[src/rtl/blkx_pkg.sv]
package blkx_pkg;
  typedef enum logic [1:0] {
    STEP_UP_AFTER  = 2'd0,
    STEP_UP_BEFORE = 2'd1,
    STEP_DN_AFTER  = 2'd2,
    STEP_DN_BEFORE = 2'd3
  } step_mode_e;

  typedef enum logic [1:0] {
    SEQ_IDLE = 2'd0,
    SEQ_RUN  = 2'd1,
    SEQ_FIN  = 2'd2
  } seq_state_e;
endpackage

[src/rtl/blkx_popcnt.sv]
module blkx_popcnt #(
  parameter int W = 16,
  localparam int CW = $clog2(W + 1)
) (
  input  logic [W-1:0]  vec_i,
  output logic [CW-1:0] cnt_o
);
  always_comb begin
    cnt_o = '0;
    for (int i = 0; i < W; i++) begin
      cnt_o = cnt_o + CW'(vec_i[i]);
    end
  end
endmodule

[src/rtl/blkx_lsb_pick.sv]
module blkx_lsb_pick #(
  parameter int W = 16,
  localparam int IW = (W > 1) ? $clog2(W) : 1
) (
  input  logic [W-1:0]  vec_i,
  output logic [IW-1:0] idx_o,
  output logic [W-1:0]  onehot_o
);
  // scan from the top so the lowest set bit wins
  always_comb begin
    idx_o    = '0;
    onehot_o = '0;
    for (int i = W - 1; i >= 0; i--) begin
      if (vec_i[i]) begin
        idx_o    = IW'(i);
        onehot_o = W'(1) << i;
      end
    end
  end
endmodule

[src/rtl/blkx_addr_plan.sv]
module blkx_addr_plan
  import blkx_pkg::*;
#(
  parameter int AW         = 32,
  parameter int NREG       = 16,
  parameter int WORD_BYTES = 4,
  localparam int CW = $clog2(NREG + 1),
  localparam int SH = $clog2(WORD_BYTES)
) (
  input  logic [AW-1:0] base_i,
  input  step_mode_e    mode_i,
  input  logic [CW-1:0] cnt_i,
  output logic [AW-1:0] first_o,
  output logic [AW-1:0] wb_o
);
  logic [AW-1:0] span;
  logic [AW-1:0] step;
  logic [AW-1:0] low_end;
  logic [AW-1:0] high_end;

  assign span     = AW'(cnt_i) << SH;
  assign step     = AW'(WORD_BYTES);
  assign low_end  = base_i - span;
  assign high_end = base_i + span;

  always_comb begin
    unique case (mode_i)
      STEP_UP_AFTER:  first_o = base_i;
      STEP_UP_BEFORE: first_o = base_i + step;
      STEP_DN_AFTER:  first_o = low_end + step;
      default:        first_o = low_end;
    endcase
    wb_o = mode_i[1] ? low_end : high_end;
  end
endmodule

[src/rtl/blk_xfer_seq.sv]
module blk_xfer_seq
  import blkx_pkg::*;
#(
  parameter int AW         = 32,
  parameter int NREG       = 16,
  parameter int WORD_BYTES = 4,
  localparam int IDX_W = $clog2(NREG),
  localparam int CW    = $clog2(NREG + 1)
) (
  input  logic             clk,
  input  logic             rst_n,
  input  logic             start_i,
  input  logic [1:0]       mode_i,
  input  logic [AW-1:0]    base_i,
  input  logic [NREG-1:0]  mask_i,
  input  logic             wb_en_i,
  output logic             busy_o,
  output logic             xfer_valid_o,
  input  logic             xfer_ready_i,
  output logic [IDX_W-1:0] xfer_reg_o,
  output logic [AW-1:0]    xfer_addr_o,
  output logic             done_o,
  output logic             wb_valid_o,
  output logic [AW-1:0]    wb_addr_o
);
  seq_state_e      state_q;
  logic [NREG-1:0] rem_q;
  logic [AW-1:0]   addr_q;
  logic [AW-1:0]   wb_q;
  logic            wb_en_q;

  logic [CW-1:0]   sel_cnt;
  logic [AW-1:0]   plan_first;
  logic [AW-1:0]   plan_wb;
  logic [IDX_W-1:0] pick_idx;
  logic [NREG-1:0] pick_oh;
  logic [NREG-1:0] rem_next;
  logic            accept;
  logic            beat;

  blkx_popcnt #(.W(NREG)) u_cnt (
    .vec_i (mask_i),
    .cnt_o (sel_cnt)
  );

  blkx_addr_plan #(.AW(AW), .NREG(NREG), .WORD_BYTES(WORD_BYTES)) u_plan (
    .base_i  (base_i),
    .mode_i  (step_mode_e'(mode_i)),
    .cnt_i   (sel_cnt),
    .first_o (plan_first),
    .wb_o    (plan_wb)
  );

  blkx_lsb_pick #(.W(NREG)) u_pick (
    .vec_i    (rem_q),
    .idx_o    (pick_idx),
    .onehot_o (pick_oh)
  );

  assign accept   = (state_q == SEQ_IDLE) && start_i;
  assign beat     = (state_q == SEQ_RUN) && xfer_ready_i;
  assign rem_next = rem_q & ~pick_oh;

  always_ff @(posedge clk or negedge rst_n) begin
    if (!rst_n) begin
      state_q <= SEQ_IDLE;
      rem_q   <= '0;
      addr_q  <= '0;
      wb_q    <= '0;
      wb_en_q <= 1'b0;
    end else begin
      unique case (state_q)
        SEQ_IDLE: begin
          if (accept) begin
            rem_q   <= mask_i;
            addr_q  <= plan_first;
            wb_q    <= plan_wb;
            wb_en_q <= wb_en_i;
            state_q <= (mask_i == '0) ? SEQ_FIN : SEQ_RUN;
          end
        end
        SEQ_RUN: begin
          if (beat) begin
            rem_q  <= rem_next;
            addr_q <= addr_q + AW'(WORD_BYTES);
            if (rem_next == '0) state_q <= SEQ_FIN;
          end
        end
        default: state_q <= SEQ_IDLE;
      endcase
    end
  end

  assign busy_o       = (state_q != SEQ_IDLE);
  assign xfer_valid_o = (state_q == SEQ_RUN);
  assign xfer_reg_o   = pick_idx;
  assign xfer_addr_o  = addr_q;
  assign done_o       = (state_q == SEQ_FIN);
  assign wb_valid_o   = (state_q == SEQ_FIN) && wb_en_q;
  assign wb_addr_o    = wb_q;
endmodule

[config.mk]
export PLATFORM = sky130hd
export DESIGN_NAME = blk_xfer_seq
export DESIGN_NICKNAME = d
export VERILOG_FILES = /design/src/rtl/blkx_pkg.sv /design/src/rtl/blkx_popcnt.sv /design/src/rtl/blkx_lsb_pick.sv /design/src/rtl/blkx_addr_plan.sv /design/src/rtl/blk_xfer_seq.sv
export SDC_FILE = /design/constraint.sdc
export NUM_CORES = 1
export LEC_CHECK = 0
export ABC_AREA = 1
export BUFFER_PORTS_ARGS = -buffer_cell sky130_fd_sc_hd__buf_2
export CAP_MARGIN = 30
export CORE_MARGIN = 4
export CORE_UTILIZATION = 25
export DETAILED_ROUTE_END_ITERATION = 6
export PLACE_DENSITY = 0.4
export SETUP_SLACK_MARGIN = 0.5
export SYNTH_ARGS = -nofsm -noshare
export SYNTH_HDL_FRONTEND = slang
export SYNTH_SLANG_ARGS = --single-unit
[constraint.sdc]
create_clock -name clk -period 5.9 [get_ports clk]
set_clock_uncertainty 0.2 [all_clocks]
set_input_delay 0 -clock clk [delete_from_list [all_inputs] [get_ports clk]]
set_output_delay 0 -clock clk [all_outputs]
set_load 0.1 [all_outputs]
==> metrics.cfg <==
[outcome]
outcome=completed

[grt]
antenna_found_initial=0
grt_pass1_vias=10920
grt.overflow.total=0
grt_max_degree=53
grt_pass1_wl_um=63910
track_usage=0.1996

[yosys]
syn_area_um2=9387
synth_commonest_cells=405 x nand2_1, 168 x inv_1, 165 x nor2_1, 133 x nand3_1, 111 x a21oi_1
postSynthCellCount=1531
syn-num-nets=1620
yosys_warnings=0
synth.avg_cell_area_um2=6.131
ys_async_sr_fraction=1.000
synth_top_area_frac=0.2213
synth_top_cell_by_area=dfrtp_1
synth_ff_type=dfrtp_1
synth_area_leaders=dfrtp_1 22%, nand2_1 16%, nand3_1 7.1%
yosys.cell_count.top_type=nand2_1
synth-edff-count=0
ys_seq_area_frac=0.2213
yosys.cell_types.count=56
yosys_register_bits=83

[detailed_routing]
drt_pass1_iterations=6
vias_per_cell=4.868
drtAntennaViolNets=0
drc=0
first_iter_violations=710
drt-total-wl_um=41280
num_vias=11160
wl_per_cell_um=18.01

[clock_network]
clk_pin_slew_ps=70
clock-sinks=83
cts_root_buf=clkbuf_16
insertion_delay_ps=370
cts_tree=yes
htree_num_levels=3
cts_buffer_depth=2
cts_buffers=9

[timing]
drv_slew=0
rsz0062_at_grt=yes
worst_pin_slew_ps=974.4
fmax_mhz=181.8
worst_hold_slack_ps=8.443
fin_tns_setup_ps=0
period_share=0.9322
setup_viol=0
post-route-min-period_ps=5500
max_slew_margin=0.3497
hold_viol=0

[floorplan]
ios=127
start_util=0.2552
dieArea_um2=40710
die_h_um=201.8
die_x_um=201.8
row_count=70
core_um2=36790

[worst_setup_path]
slowest_delay_ps=570
end_kind=flop
crit_top_cell=fa_1
crit_slowest_cell=fa_2
criticalPathCategory=primary input to flop
path_max_fanout=8
startpoint_type=primary input
required_ps=6000
cp_data_arrival_time_ps=5600

[worst_hold_path]
hold_class=primary input to flop

[final_layout]
layout-drive-gt1-share=0.3147
diodes=0
area_growth_syn_to_layout_pct=38.91
layout.nets=1909

[placed_design]
dp_hpwl_um=32330
portBuffers=126
gp_routability_congestion=0.9252

[run]
max_cap_violations=0

[power_and_ir_drop]
powerDensity_nw_per_um2=527.0
p_leak_uw=0.006119
peakVddDrop_uv=363.2

per-stage QoR:
step                      instances  total power, uW    util  setup WS, ps  instance area, um^2
after floorplan                1531             4729       -         457.7                 9428
after global placement         2210             6027  0.3115        -291.9                11460
after detailed placement       2210             6039  0.3115        -347.5                11460
after CTS                      2275             6843  0.3425         365.2                12600
after global routing           2292             7361  0.3545         102.0                13040
final                          2292             6872  0.3545         399.8                13040
cell usage in the layout, fill, tap and decap left out, types with 9 or more instances in the layout:
master,n
a21oi_1,102
a21oi_2,15
a31oi_1,27
buf_2,123
buf_4,173
clkbuf_16,9
dfrtp_1,83
dlygate4sd3_1,34
fa_1,9
ha_1,14
inv_1,155
inv_2,16
nand2_1,354
nand2_2,61
nand2_4,15
nand3_1,114
nand3_2,20
nand3_4,9
nand4_1,26
nor2_1,135
nor2_2,37
nor2_4,34
nor3_1,16
o211ai_1,14
o21ai_0,80
o21ai_1,16
xor2_1,24
cell families after synthesis:
kind of cell    after synthesis  share of synthesized area
xor+xnor                     26                    0.02426
compound gates              293                     0.1788
simple gates                851                     0.4143
fa+ha+maj                    34                    0.05492
flops                        83                     0.2213
buf+inv                     244                     0.1065
critical path, delay by kind of cell:
kind	cells	cell delay [ps]
compound gates	1	120
fa+ha+maj	8	3300
buf+inv	6	460
simple gates	16	1720
per-layer routing:
layer  GRT usage  up-vias  wire length (um)
met3     0.02385       47              1508
met2      0.3442      259             20390
met4     0.06909        0              1163
li1            -     5601                 -
met5           0        -                 0
met1      0.2585     5251             18220
repair_timing:
action | CTS | global route
hold buffers | 35 | 0
gates resized for setup | 109 | 98
endpoints found under the hold margin | 69 | 0
buffers inserted | 15 | 17
setup endpoints to repair | 35 | 39
pin swaps | 46 | 63
worst paths after layout:
path	startpoint	to	slack, ps	cells past startpoint
hold / removal	base_i[5]	xfer_addr_o[5]	8	5
setup reg to reg	state_q[0]	rem_q[4]	2780	8
hold reg to reg	xfer_addr_o[1]	xfer_addr_o[1]	260	2
setup / recovery	mask_i[1]	xfer_addr_o[31]	400	31
min in group asynchronous	rst_n	wb_addr_o[4]	470	4
max in group asynchronous	rst_n	xfer_addr_o[29]	4240	4
registers in the layout, summed over array words and instances (netlist names):
name,flops
state_q,2
xfer_addr_o,32
wb_en_q,1
wb_addr_o,32
rem_q,16
where the power goes:
| group | switching, uW | internal, uW | total (uW) |
|---|---|---|---|
| clock network | 260 | 283 | 543 |
| registers | 269 | 858 | 1130 |
| logic | 3780 | 1420 | 5200 |
cell type report:
cell class	count	area, um^2
fill	4121	23750
multi-input combinational	1204	7015
timing repair buffer	340	2384
sequential	83	2077
inverter	182	715.7
tap	468	585.6
clock buffer	11	232.7
clock inverter	4	28.78
No activity file was read; power rests on OpenSTA's default activity.
